===== src/rtl/dxt_pkg.sv =====
package dxt_pkg;
  typedef enum logic [2:0] {
    OP_NOP = 3'd0,
    OP_LD  = 3'd1,
    OP_LDS = 3'd2,
    OP_ALU = 3'd3,
    OP_ST  = 3'd4,
    OP_CHK = 3'd5
  } op_e;
endpackage


===== src/rtl/dxt_rst_sync.sv =====
module dxt_rst_sync #(
  parameter int STAGES = 2
) (
  input  logic clk,
  input  logic rst_ni,
  output logic rst_no
);
  localparam int MSB = STAGES - 1;
  logic [MSB:0] sync_q;
  logic [MSB:0] sync_d;

  always_comb begin
    sync_d = {sync_q[MSB:0], 1'b1} >> 0;
    sync_d = (STAGES > 1) ? {sync_q[MSB-1:0], 1'b1} : 1'b1;
  end

  always_ff @(posedge clk or negedge rst_ni) begin
    if (!rst_ni) sync_q <= '0;
    else         sync_q <= sync_d;
  end

  assign rst_no = sync_q[MSB];
endmodule


===== src/rtl/dxt_regfile.sv =====
module dxt_regfile #(
  parameter int NREG = 32,
  parameter int DW   = 64,
  localparam int AW  = $clog2(NREG)
) (
  input  logic          clk,
  input  logic          rst_n,
  input  logic          we,
  input  logic [AW-1:0] widx,
  input  logic [DW-1:0] wdata,
  input  logic          wtok,
  input  logic [AW-1:0] ra,
  input  logic [AW-1:0] rb,
  output logic [DW-1:0] a_data,
  output logic          a_tok,
  output logic [DW-1:0] b_data,
  output logic          b_tok
);
  localparam int NPORT = 2;

  logic [DW-1:0]   mem [NREG];
  logic [NREG-1:0] tok_q;
  logic [NREG-1:0] tok_d;
  logic            wr_ok;
  logic [AW-1:0]   ridx [NPORT];

  assign wr_ok   = we && (widx != '0);
  assign ridx[0] = ra;
  assign ridx[1] = rb;

  always_comb begin
    tok_d = tok_q;
    if (wr_ok) tok_d[widx] = wtok;
  end

  always_ff @(posedge clk or negedge rst_n) begin
    if (!rst_n) tok_q <= '0;
    else        tok_q <= tok_d;
  end

  always_ff @(posedge clk) begin
    if (wr_ok) mem[widx] <= wdata;
  end

  for (genvar p = 0; p < NPORT; p++) begin : g_rd
    logic [DW-1:0] d;
    logic          t;
    always_comb begin
      if (ridx[p] == '0) begin
        d = '0;
        t = 1'b0;
      end else if (wr_ok && (widx == ridx[p])) begin
        d = wdata;
        t = wtok;
      end else begin
        d = mem[ridx[p]];
        t = tok_q[ridx[p]];
      end
    end
  end

  assign a_data = g_rd[0].d;
  assign a_tok  = g_rd[0].t;
  assign b_data = g_rd[1].d;
  assign b_tok  = g_rd[1].t;
endmodule


===== src/rtl/dxt_exec.sv =====
module dxt_exec
  import dxt_pkg::*;
#(
  parameter int DW   = 64,
  parameter int AW   = 5,
  parameter int PCW  = 32,
  parameter int IMW  = 13,
  parameter int STEP = 16
) (
  input  logic           op_valid,
  input  logic [2:0]     op_kind,
  input  logic [AW-1:0]  dst,
  input  logic [IMW-1:0] imm,
  input  logic [PCW-1:0] pc,
  input  logic [DW-1:0]  ld_data,
  input  logic           ld_fault,
  input  logic [DW-1:0]  a_data,
  input  logic           a_tok,
  input  logic [DW-1:0]  b_data,
  input  logic           b_tok,
  output logic           n_wen,
  output logic [AW-1:0]  n_widx,
  output logic [DW-1:0]  n_wdata,
  output logic           n_wtok,
  output logic           n_ldf,
  output logic           n_usef,
  output logic           n_brv,
  output logic           n_brt,
  output logic [PCW-1:0] n_btgt,
  output logic           n_stv,
  output logic [DW-1:0]  n_sta,
  output logic [DW-1:0]  n_std
);
  localparam int EXT = PCW - IMW;

  op_e            kind;
  logic           dst_live;
  logic           any_tok;
  logic [DW-1:0]  sum;
  logic [PCW-1:0] off_ext;
  logic [PCW-1:0] pc_seq;
  logic [PCW-1:0] pc_jmp;

  assign kind     = op_e'(op_kind);
  assign dst_live = (dst != '0);
  assign any_tok  = a_tok | b_tok;
  assign sum      = a_data + b_data;
  assign off_ext  = {{EXT{imm[IMW-1]}}, imm};
  assign pc_seq   = pc + PCW'(STEP);
  assign pc_jmp   = pc + off_ext;

  always_comb begin
    n_wen   = 1'b0;
    n_widx  = dst;
    n_wdata = '0;
    n_wtok  = 1'b0;
    n_ldf   = 1'b0;
    n_usef  = 1'b0;
    n_brv   = 1'b0;
    n_brt   = 1'b0;
    n_btgt  = pc_seq;
    n_stv   = 1'b0;
    n_sta   = a_data;
    n_std   = b_data;
    if (op_valid) begin
      case (kind)
        OP_LD: begin
          if (ld_fault) begin
            n_ldf = 1'b1;
          end else begin
            n_wen   = dst_live;
            n_wdata = ld_data;
          end
        end
        OP_LDS: begin
          n_wen   = dst_live;
          n_wtok  = ld_fault;
          n_wdata = ld_fault ? '0 : ld_data;
        end
        OP_ALU: begin
          n_wen   = dst_live;
          n_wtok  = any_tok;
          n_wdata = any_tok ? '0 : sum;
        end
        OP_ST: begin
          if (any_tok) n_usef = 1'b1;
          else         n_stv  = 1'b1;
        end
        OP_CHK: begin
          n_brv  = 1'b1;
          n_brt  = a_tok;
          n_btgt = a_tok ? pc_jmp : pc_seq;
        end
        default: begin
        end
      endcase
    end
  end
endmodule


===== src/rtl/dxt_tracker.sv =====
module dxt_tracker
  import dxt_pkg::*;
#(
  parameter int NREG = 32,
  parameter int DW   = 64,
  parameter int PCW  = 32,
  parameter int IMW  = 13,
  parameter int STEP = 16,
  localparam int AW  = $clog2(NREG)
) (
  input  logic           clk,
  input  logic           rst_n,
  input  logic           op_valid_i,
  input  logic [2:0]     op_kind_i,
  input  logic [AW-1:0]  dst_i,
  input  logic [AW-1:0]  src_a_i,
  input  logic [AW-1:0]  src_b_i,
  input  logic [IMW-1:0] imm_i,
  input  logic [PCW-1:0] pc_i,
  input  logic [DW-1:0]  ld_data_i,
  input  logic           ld_fault_i,
  output logic           wr_en_o,
  output logic [AW-1:0]  wr_idx_o,
  output logic [DW-1:0]  wr_data_o,
  output logic           wr_tok_o,
  output logic           ld_fault_o,
  output logic           use_fault_o,
  output logic           br_valid_o,
  output logic           br_taken_o,
  output logic [PCW-1:0] br_target_o,
  output logic           st_valid_o,
  output logic [DW-1:0]  st_addr_o,
  output logic [DW-1:0]  st_data_o
);
  logic           rst_s;
  logic [DW-1:0]  a_data, b_data;
  logic           a_tok, b_tok;

  logic           n_wen, n_wtok, n_ldf, n_usef, n_brv, n_brt, n_stv;
  logic [AW-1:0]  n_widx;
  logic [DW-1:0]  n_wdata, n_sta, n_std;
  logic [PCW-1:0] n_btgt;

  logic           wen_q, wtok_q, ldf_q, usef_q, brv_q, brt_q, stv_q;
  logic [AW-1:0]  widx_q;
  logic [DW-1:0]  wdata_q, sta_q, std_q;
  logic [PCW-1:0] btgt_q;

  dxt_rst_sync #(.STAGES(2)) u_rst (
    .clk    (clk),
    .rst_ni (rst_n),
    .rst_no (rst_s)
  );

  dxt_regfile #(.NREG(NREG), .DW(DW)) u_rf (
    .clk    (clk),
    .rst_n  (rst_s),
    .we     (wen_q),
    .widx   (widx_q),
    .wdata  (wdata_q),
    .wtok   (wtok_q),
    .ra     (src_a_i),
    .rb     (src_b_i),
    .a_data (a_data),
    .a_tok  (a_tok),
    .b_data (b_data),
    .b_tok  (b_tok)
  );

  dxt_exec #(.DW(DW), .AW(AW), .PCW(PCW), .IMW(IMW), .STEP(STEP)) u_ex (
    .op_valid (op_valid_i),
    .op_kind  (op_kind_i),
    .dst      (dst_i),
    .imm      (imm_i),
    .pc       (pc_i),
    .ld_data  (ld_data_i),
    .ld_fault (ld_fault_i),
    .a_data   (a_data),
    .a_tok    (a_tok),
    .b_data   (b_data),
    .b_tok    (b_tok),
    .n_wen    (n_wen),
    .n_widx   (n_widx),
    .n_wdata  (n_wdata),
    .n_wtok   (n_wtok),
    .n_ldf    (n_ldf),
    .n_usef   (n_usef),
    .n_brv    (n_brv),
    .n_brt    (n_brt),
    .n_btgt   (n_btgt),
    .n_stv    (n_stv),
    .n_sta    (n_sta),
    .n_std    (n_std)
  );

  // control stage: reset
  always_ff @(posedge clk or negedge rst_s) begin
    if (!rst_s) begin
      wen_q  <= 1'b0;
      wtok_q <= 1'b0;
      ldf_q  <= 1'b0;
      usef_q <= 1'b0;
      brv_q  <= 1'b0;
      brt_q  <= 1'b0;
      stv_q  <= 1'b0;
    end else begin
      wen_q  <= n_wen;
      wtok_q <= n_wtok;
      ldf_q  <= n_ldf;
      usef_q <= n_usef;
      brv_q  <= n_brv;
      brt_q  <= n_brt;
      stv_q  <= n_stv;
    end
  end

  // data stage: clock-enabled, no reset
  always_ff @(posedge clk) begin
    if (n_wen) begin
      widx_q  <= n_widx;
      wdata_q <= n_wdata;
    end
    if (n_brv) btgt_q <= n_btgt;
    if (n_stv) begin
      sta_q <= n_sta;
      std_q <= n_std;
    end
  end

  assign wr_en_o     = wen_q;
  assign wr_idx_o    = widx_q;
  assign wr_data_o   = wdata_q;
  assign wr_tok_o    = wtok_q;
  assign ld_fault_o  = ldf_q;
  assign use_fault_o = usef_q;
  assign br_valid_o  = brv_q;
  assign br_taken_o  = brt_q;
  assign br_target_o = btgt_q;
  assign st_valid_o  = stv_q;
  assign st_addr_o   = sta_q;
  assign st_data_o   = std_q;
endmodule


===== config.mk =====
export PLATFORM = sky130hd
export DESIGN_NAME = dxt_tracker
export DESIGN_NICKNAME = d
export VERILOG_FILES = /design/src/rtl/dxt_pkg.sv /design/src/rtl/dxt_rst_sync.sv /design/src/rtl/dxt_regfile.sv /design/src/rtl/dxt_exec.sv /design/src/rtl/dxt_tracker.sv
export SDC_FILE = /design/constraint.sdc
export NUM_CORES = 2
export LEC_CHECK = 0
export BUFFER_PORTS_ARGS = -buffer_cell sky130_fd_sc_hd__buf_2
export CELL_PAD_IN_SITES_DETAIL_PLACEMENT = 0
export CELL_PAD_IN_SITES_GLOBAL_PLACEMENT = 1
export CORE_AREA = 2 2 500 502
export DETAILED_ROUTE_END_ITERATION = 10
export DIE_AREA = 0 0 502 504
export PLACE_DENSITY = 0.79
export SKIP_LAST_GASP = 1
export SYNTH_ARGS = -nofsm -noshare
export SYNTH_HDL_FRONTEND = slang
export SYNTH_SLANG_ARGS = --single-unit

===== constraint.sdc =====
create_clock -name clk -period 1.25 [get_ports clk]
set_input_delay 0.0625 -clock clk [delete_from_list [all_inputs] [get_ports clk]]
set_output_delay 0.0625 -clock clk [all_outputs]
set_load 0.05 [all_outputs]

Yosys cells after proc, flatten, opt, wreduce, memory -nomap -nowiden
Memory sizes are Yosys's and may differ from the RTL's. Index checks and enable logic that the tools add are counted.

Register bits after elaboration: 270. Bits in latches: 0. Bits in writable memories: 2048. Bits in read-only memories: 0. Output and inout bits: 236. Memories kept: 1.

Memory list: u_rf.mem (depth 32, bits a word 64, read ports 2, clocked after Yosys merged registers in 0, wr ports 1, RTL line dxt_regfile.sv:21) `logic [DW-1:0] mem [NREG];`.

$add $sub $neg: 3. Multipliers: 0. Divide/modulo/power cells: 0. $lt $le $gt $ge: 4. Equal/unequal tests: 7. Shift-type cells: 0. Multiplexer cells: 41. Bitwise operators: 1. Reductions and logical operators: 10.

Operators by type and width (number): $mux W64 (6); $pmux W64 S2 (1); $mux W32 (3); $add A64 B64 Y64 (1); $add A32 B32 Y32 (1); $add A32 B5 Y32 const B (1); $bwmux W32 (1); $mux W1 (25); $lt A5 B6 Y1 const B (3); $bmux W1 S5 (2); $eq A5 B5 Y1 (2); $logic_not A5 Y1 (2); $reduce_bool A5 Y1 (2); $eq A3 B2 Y1 const B (2); $eq A3 B3 Y1 const B (2); $demux W1 S5 (1); $ge A5 B1 Y1 const B (1); $logic_and A1 B1 Y1 (4); $pmux W1 S2 (2); $reduce_or A2 Y1 (2); $eq A3 B1 Y1 const B (1); $or A1 B1 Y1 (1).

Depth between registers and ports, before layout
Word-level depth: 9. Depth in mapped cells: 25. Mapped depth without buffers: 20.

Cells and area by module
Synthesis repeated with hierarchy kept, for this count alone.

Cells, all modules: 6485. Area total of the unflattened synthesis: 111413.1 um^2.

Modules (own cells, without submodules): dxt_regfile (times used 1, cells an instance 5008, area an instance 96297.4 um^2, sequential area each 62299.8 um^2); dxt_exec (times used 1, cells an instance 1238, area an instance 8010.2 um^2, sequential area each 0.0 um^2); dxt_tracker (times used 1, cells an instance 236, area an instance 7051.8 um^2, sequential area each 7051.8 um^2); dxt_rst_sync (times used 1, cells an instance 3, area an instance 53.8 um^2, sequential area each 50.0 um^2).

Least setup slack after synthesis
No wires, ideal clock.

Path kind: flip-flop to flip-flop. Start point: register widx_q[2], in the netlist wr_idx_o[2]. End point: register stv_q, in the netlist st_valid_o. Library setup time: 1.070 ns. Arrival: 11.755 ns. Data required time: 0.180 ns. Slack: -11.575 ns. Stages on the path, launching flop included: 11. Buffers on the path: 2. Cell sequence: edfxtp_1 -> buf_4 -> or3_4 -> o31ai_2 -> or4_1 -> buf_2 -> nand2_1 -> a211oi_1 -> a221o_1 -> nor3_2 -> nor3b_1.

Longest elaborated chain between the ends: 9.

RTL lines: from (decl) (RTL line dxt_tracker.sv:45) `logic [AW-1:0] widx_q;`; from (signal assigned) (RTL line dxt_tracker.sv:120) `widx_q <= n_widx;`; $reduce_bool A5 Y1 (RTL line dxt_regfile.sv:27) `assign wr_ok = we && (widx != '0);`; $logic_and A1 B1 Y1 (RTL line dxt_regfile.sv:27); $logic_and A1 B1 Y1 (RTL line dxt_regfile.sv:52) `end else if (wr_ok && (widx == ridx[p])) begin`; $mux W1 (RTL line dxt_regfile.sv:52); $mux W1 (RTL line dxt_regfile.sv:49) `if (ridx[p] == '0) begin`; $or A1 B1 Y1 (*) (RTL line dxt_exec.sv:46) `assign any_tok = a_tok | b_tok;`; $mux W1 (*) (RTL line dxt_exec.sv:86) `if (any_tok) n_usef = 1'b1;`; $mux W1 (*) (RTL line dxt_exec.sv:66) `case (kind)`; $mux W1 (*) (RTL line dxt_exec.sv:65) `if (op_valid) begin`; named net n_stv (RTL line dxt_tracker.sv:39) `logic n_wen, n_wtok, n_ldf, n_usef, n_brv, n_brt, n_stv;`; to (signal assigned) (RTL line dxt_tracker.sv:113) `stv_q <= n_stv;`; to (decl) (RTL line dxt_tracker.sv:44) `logic wen_q, wtok_q, ldf_q, usef_q, brv_q, brt_q, stv_q;`.

The timed path passes the listed nets; every way through them passes the cells marked *. A chain may end at the register's enable or synchronous reset.

Worst setup path after layout
Start point: register widx_q[0], in the netlist wr_idx_o[0]. End point: register wdata_q[51], in the netlist wr_data_o[51], data pin.

Longest elaborated chain between the ends: 8.

RTL lines: $reduce_bool A5 Y1 (RTL line dxt_regfile.sv:27); $logic_and A1 B1 Y1 (RTL line dxt_regfile.sv:27); $logic_and A1 B1 Y1 (*) (RTL line dxt_regfile.sv:52); $mux W64 (*) (RTL line dxt_regfile.sv:52); $mux W64 (*) (RTL line dxt_regfile.sv:49); named net a_data[36] (RTL line dxt_tracker.sv:36) `logic [DW-1:0] a_data, b_data;`; $add A64 B64 Y64 (*) (RTL line dxt_exec.sv:47) `assign sum = a_data + b_data;`; $mux W64 (*) (RTL line dxt_exec.sv:83) `n_wdata = any_tok ? '0 : sum;`; $pmux W64 S2 (*) (RTL line dxt_exec.sv:66); to (signal assigned) (RTL line dxt_tracker.sv:121) `wdata_q <= n_wdata;`; to (decl) (RTL line dxt_tracker.sv:46) `logic [DW-1:0] wdata_q, sta_q, std_q;`.

Marked as above.

==> implementation parameters <==
Parameter                              Value

Synth
  Post-synth top area cell ... sky130_fd_sc_hd__edfxtp_1
  Count of warnings emitted by yosys ... 0
  Cell with the most instances after synthesis ... sky130_fd_sc_hd__edfxtp_1
  Mean instance size in the synthesized netlist ... 18.66 µm²
  Share of async-settable or async-resettable flops after synthesis ... 1.769%
  Area fraction of the dominant cell type after synthesis ... 61.57%
  Share of synthesized area occupied by flip-flops and latches ... 62.49%
  Post-synth EDFFs ... 2277
  Main synth FF type ... sky130_fd_sc_hd__edfxtp_1
  Synthesized cell area ... 111100 µm²
  Number of instances in the synthesized netlist ... 5950
  Number of unique standard cell types used by synthesis ... 73
  Synth area leaders ... sky130_fd_sc_hd__edfxtp_1, sky130_fd_sc_hd__mux4_2, sky130_fd_sc_hd__mux2i_1, sky130_fd_sc_hd__a211oi_1, sky130_fd_sc_hd__ha_1
  #FFs+latches synth ... 2318
  Cell types with the highest counts after synthesis ... sky130_fd_sc_hd__edfxtp_1, sky130_fd_sc_hd__mux4_2, sky130_fd_sc_hd__mux2i_1, sky130_fd_sc_hd__nor2_1, sky130_fd_sc_hd__clkbuf_1

Worst setup path
  Top cell family by delay on the critical path ... compound AO/OA/AOI/OAI gates
  Worst Path Arrival ... 5640 ps
  Number of buffers and inverters on the critical path ... 3
  Largest stage delay on the critical path ... 580 ps
  Crit. End Element ... flip-flop
  Capture point of the worst reg-to-reg path ... wr_data_o[51]
  Kind of critical path ... flip-flop to flip-flop
  Logic depth of the worst register-to-register path ... 18
  Logic depth of the worst setup path including buffers ... 18
  R2R setup slack ... -3720 ps
  Slowest cell on the critical path ... sky130_fd_sc_hd__or4_4
  Launch point of the worst reg-to-reg path ... wr_idx_o[0]
  Sort of element at the start of the critical path ... flip-flop
  Cell chain of the critical path ... buf_6, xnor2_2, nand3_2, or4_4, buf_12, buf_4, a211oi_2, ha_4, a21oi_2, o21ai_4, a31oi_4, nand2_2, a2111oi_4, nor3_2, or3_4, o31a_1, xor2_1, a22o_1
  Highest fanout seen on the critical path ... 20
  Critical Path RT ... 1920 ps

STA
  Period utilisation layout ... 397.9%
  Count of final max-slew check failures ... 0
  Final worst clock skew ... 73.32 ps
  Minimum setup slack in the final design ... -3724 ps
  Tightest hold margin ... -246.1 ps
  Final Critical Period ... 4974 ps
  Worst-margin pin slew ... 1437 ps
  RSZ-0062 raised after global routing ... yes
  Number of hold violations in the final report ... 7
  Number of setup violations in the final report ... 3112
  F_max ... 0.2011 GHz
  Worst-case headroom to the max-slew limit ... 3.621%

Place
  Final weighted congestion of routability-driven global placement ... 0.9666
  Detailed placer's ending HPWL ... 271900 µm
  Worst setup timing slack at the placement stage ... -4615 ps
  # port buffers ... 366

Floorplanning
  Floorplan core area ... 247500 µm²
  Count of boundary I/O pins ... 367
  Horizontal die dimension ... 502 µm
  Number of rows created at floorplan ... 183
  Initial cell density of the core ... 44.87%
  Die outline area ... 253000 µm²
  Die Y-Extent ... 504 µm

Status
  Run status ... finished with violations
  Violations in the final reports ... hold timing, setup timing

Power and ir drop
  Power per unit of standard cell area ... 1303 nW/µm²
  Switching part of the total ... 25.38%
  Share of total power in the clock network ... 37.5%
  Combinational share of power ... 17.2%
  Pint ... 141.2 mW
  Sequential fraction of design power ... 45.3%
  LEAKAGE ... 50.64 nW
  Overall power ... 189.3 mW
  Worst voltage drop across the vdd grid ... 1.468 mV
  Switching component of the power ... 48.05 mW

Global routing
  Overall overflow remaining after global route ... 0
  Wire length of the first global-routing pass ... 552000 µm
  Initial antenna violation count ... 14
  Largest net degree at the start of global routing ... 50
  Via count of the first global-routing pass ... 74.96k
  Total global-route track usage ... 30.67%

Detailed routing
  Total Wirelength ... 393100 µm
  DRC violations left ... 0
  WL/cell ... 34.01 µm
  Initial drt markers ... 11.29k
  Drt pass-1 iters ... 5
  Vias after detailed routing ... 74.91k
  Residual antenna-violating net count after detailed routing ... 0
  Vias per cell ... 6.480

Clocking
  Number of H-tree levels ... 4
  Clock tree from TritonCTS ... built
  Maximum root-to-sink buffer count ... 3
  TritonCTS Sinks ... 2318
  Clock Latency Late Sink ... 910 ps
  Cell at the root of the clock tree ... sky130_fd_sc_hd__clkbuf_16
  Inserted Clock Buffers ... 224
  Clock slew at reported path FFs ... 80 ps

Layout
  Fraction of layout instances using a drive strength above 1 ... 48.98%
  Final-stage net count ... 8257
  Area growth from synthesis to layout ... 30.81%
  Post-Route Utilization ... 58.69%

Min path
  Beginning of the worst hold path ... imm_i[1]
  Sink of the worst hold path ... br_target_o[1]
  Class of the most critical hold timing path ... primary input to flip-flop
  Number of instances on the worst hold path ... 4

Run
  Max-cap check violation count ... 0
per-stage QoR:
stage          setup TNS, ps  hold slack, ps  std cells  area [µm²]
2_1_floorplan       -7981640          -233.1       6013      111600
3_3_place_gp        -2631380          -153.7      10850      132000
3_5_place_dp        -2636220          -147.1      10850      132000
4_1_cts             -2622920          -340.7      11510      143400
5_1_grt             -2778360          -240.3      11560      145300
6_report            -2690230          -246.1      11560      145300
worst reg2reg max path, delay by kind of cell (launching register included):
kind	cells	cell delay, ps
adders and majority gates	1	290
DFF	1	470
buffers and inverters	3	600
xor gates and xnor gates	2	270
and+or+nand+nor	5	1240
AOI/OAI and AO/OA	7	1860
placed cells by master, fill, tap and decap left out, types with 33 or more instances in the layout:
cell                            netlist  final
sky130_fd_sc_hd__buf_12               0    335
sky130_fd_sc_hd__buf_6                5     53
sky130_fd_sc_hd__mux4_2            1097   1097
sky130_fd_sc_hd__clkinv_2             0     34
sky130_fd_sc_hd__dlygate4sd3_1        0    155
sky130_fd_sc_hd__a21o_1              33     33
sky130_fd_sc_hd__a21oi_2              0     39
sky130_fd_sc_hd__o211ai_1            34     34
sky130_fd_sc_hd__a211oi_4             0     48
sky130_fd_sc_hd__ha_1                95     59
sky130_fd_sc_hd__edfxtp_1          2277   2277
sky130_fd_sc_hd__nand2b_1            35     33
sky130_fd_sc_hd__mux2_2              96     95
sky130_fd_sc_hd__o22ai_1             63     62
sky130_fd_sc_hd__buf_4               21   1357
sky130_fd_sc_hd__nor2_4               0     54
sky130_fd_sc_hd__a211oi_2             0     47
sky130_fd_sc_hd__o21ai_0             82     59
sky130_fd_sc_hd__a21oi_1            186    131
sky130_fd_sc_hd__buf_2              132    320
sky130_fd_sc_hd__conb_1               2     65
sky130_fd_sc_hd__nand2_1            138    126
sky130_fd_sc_hd__clkbuf_16            0    227
sky130_fd_sc_hd__dfrtp_1             41     40
sky130_fd_sc_hd__xor2_1              43     34
sky130_fd_sc_hd__nor2b_1             50     47
sky130_fd_sc_hd__clkinv_1             0     45
sky130_fd_sc_hd__nor2_1             253    177
sky130_fd_sc_hd__ha_4                 0     33
sky130_fd_sc_hd__a211oi_1           193     98
sky130_fd_sc_hd__mux2i_1            285    283
sky130_fd_sc_hd__xnor2_1             82     68
sky130_fd_sc_hd__a221oi_1            46     41
sky130_fd_sc_hd__clkbuf_1           246     48
kinds of logic (layout without fill, tap and decap cells):
logic type                 after synthesis  after routing  share of synthesized area, %
other                                    2             70                      0.006762
AOI/OAI and AO/OA                      823            823                         5.113
buffers and inverters                  475           2686                         1.859
and+or+nand+nor                        632            632                         2.648
muxes                                 1478           1478                         25.79
adders and majority gates               97             97                         1.106
DFF                                   2318           2318                         62.49
xor gates and xnor gates               125            125                        0.9858
worst max-delay path by stage:
stage	startpoint	end	slack, ps
after global routing	wr_idx_o[3]	wr_data_o[62]	-3860
after floorplan	wr_idx_o[3]	st_addr_o[0]	-4770
final	wr_idx_o[0]	wr_data_o[51]	-3720
after global placement	src_b_i[0]	wr_data_o[51]	-4610
after CTS	wr_idx_o[4]	wr_data_o[51]	-3680
after detailed placement	src_a_i[0]	wr_data_o[51]	-4610
timing repair:
action | in CTS | in global routing
hold buffers | 154 | 1
cloned | 3 | 1
resized for setup | 309 | 277
endpoints found under the hold margin | 315 | 6
setup buffers | 89 | 62
setup endpoints to repair | 2848 | 3135
pin swaps | 103 | 196
layout make-up:
| class | count | area [µm²] |
|---|---|---|
| clock inverters | 142 | 1734 |
| repair buffers | 2232 | 20850 |
| diodes | 5 | 12.51 |
| clock buffers | 279 | 5904 |
| well taps | 3330 | 4167 |
| inverters | 33 | 126.4 |
| fillers | 17670 | 102200 |
| flip-flops and latches | 2318 | 69400 |
| multi-input cells | 3220 | 43080 |
power by group through the flow:
| stage | sequential, mW | clock, mW | combinational (mW) |
|---|---|---|---|
| 6_report | 85.7 | 71.0 | 32.6 |
| 5_1_grt | 85.7 | 74.2 | 33.9 |
| 4_1_cts | 85.7 | 71.4 | 29.8 |
| 3_5_place_dp | 87.3 | 0 | 27.1 |
| 3_3_place_gp | 87.3 | 0 | 27.0 |
| 2_1_floorplan | 88.2 | 0 | 13.0 |
registers in the layout (all words and copies together), names as in the netlist, 2 cells and up:
| name | flops |
|---|---|
| br_target_o | 32 |
| st_addr_o | 64 |
| st_data_o | 64 |
| u_rf.mem | 2048 |
| u_rf.tok_q | 32 |
| u_rst.sync_q | 2 |
| wr_data_o | 64 |
| wr_idx_o | 5 |
routing by layer:
| metal | global-route usage, % | vias up | part of all wire (%) |
|---|---|---|---|
| met5 | 0 | - | 0.018 |
| met3 | 8.632 | 965 | 13 |
| met2 | 46.99 | 5596 | 46 |
| met1 | 40.97 | 38810 | 36 |
| li1 | - | 29520 | - |
| met4 | 13.64 | 10 | 5.1 |
No activity file was read; power rests on OpenSTA's default activity.
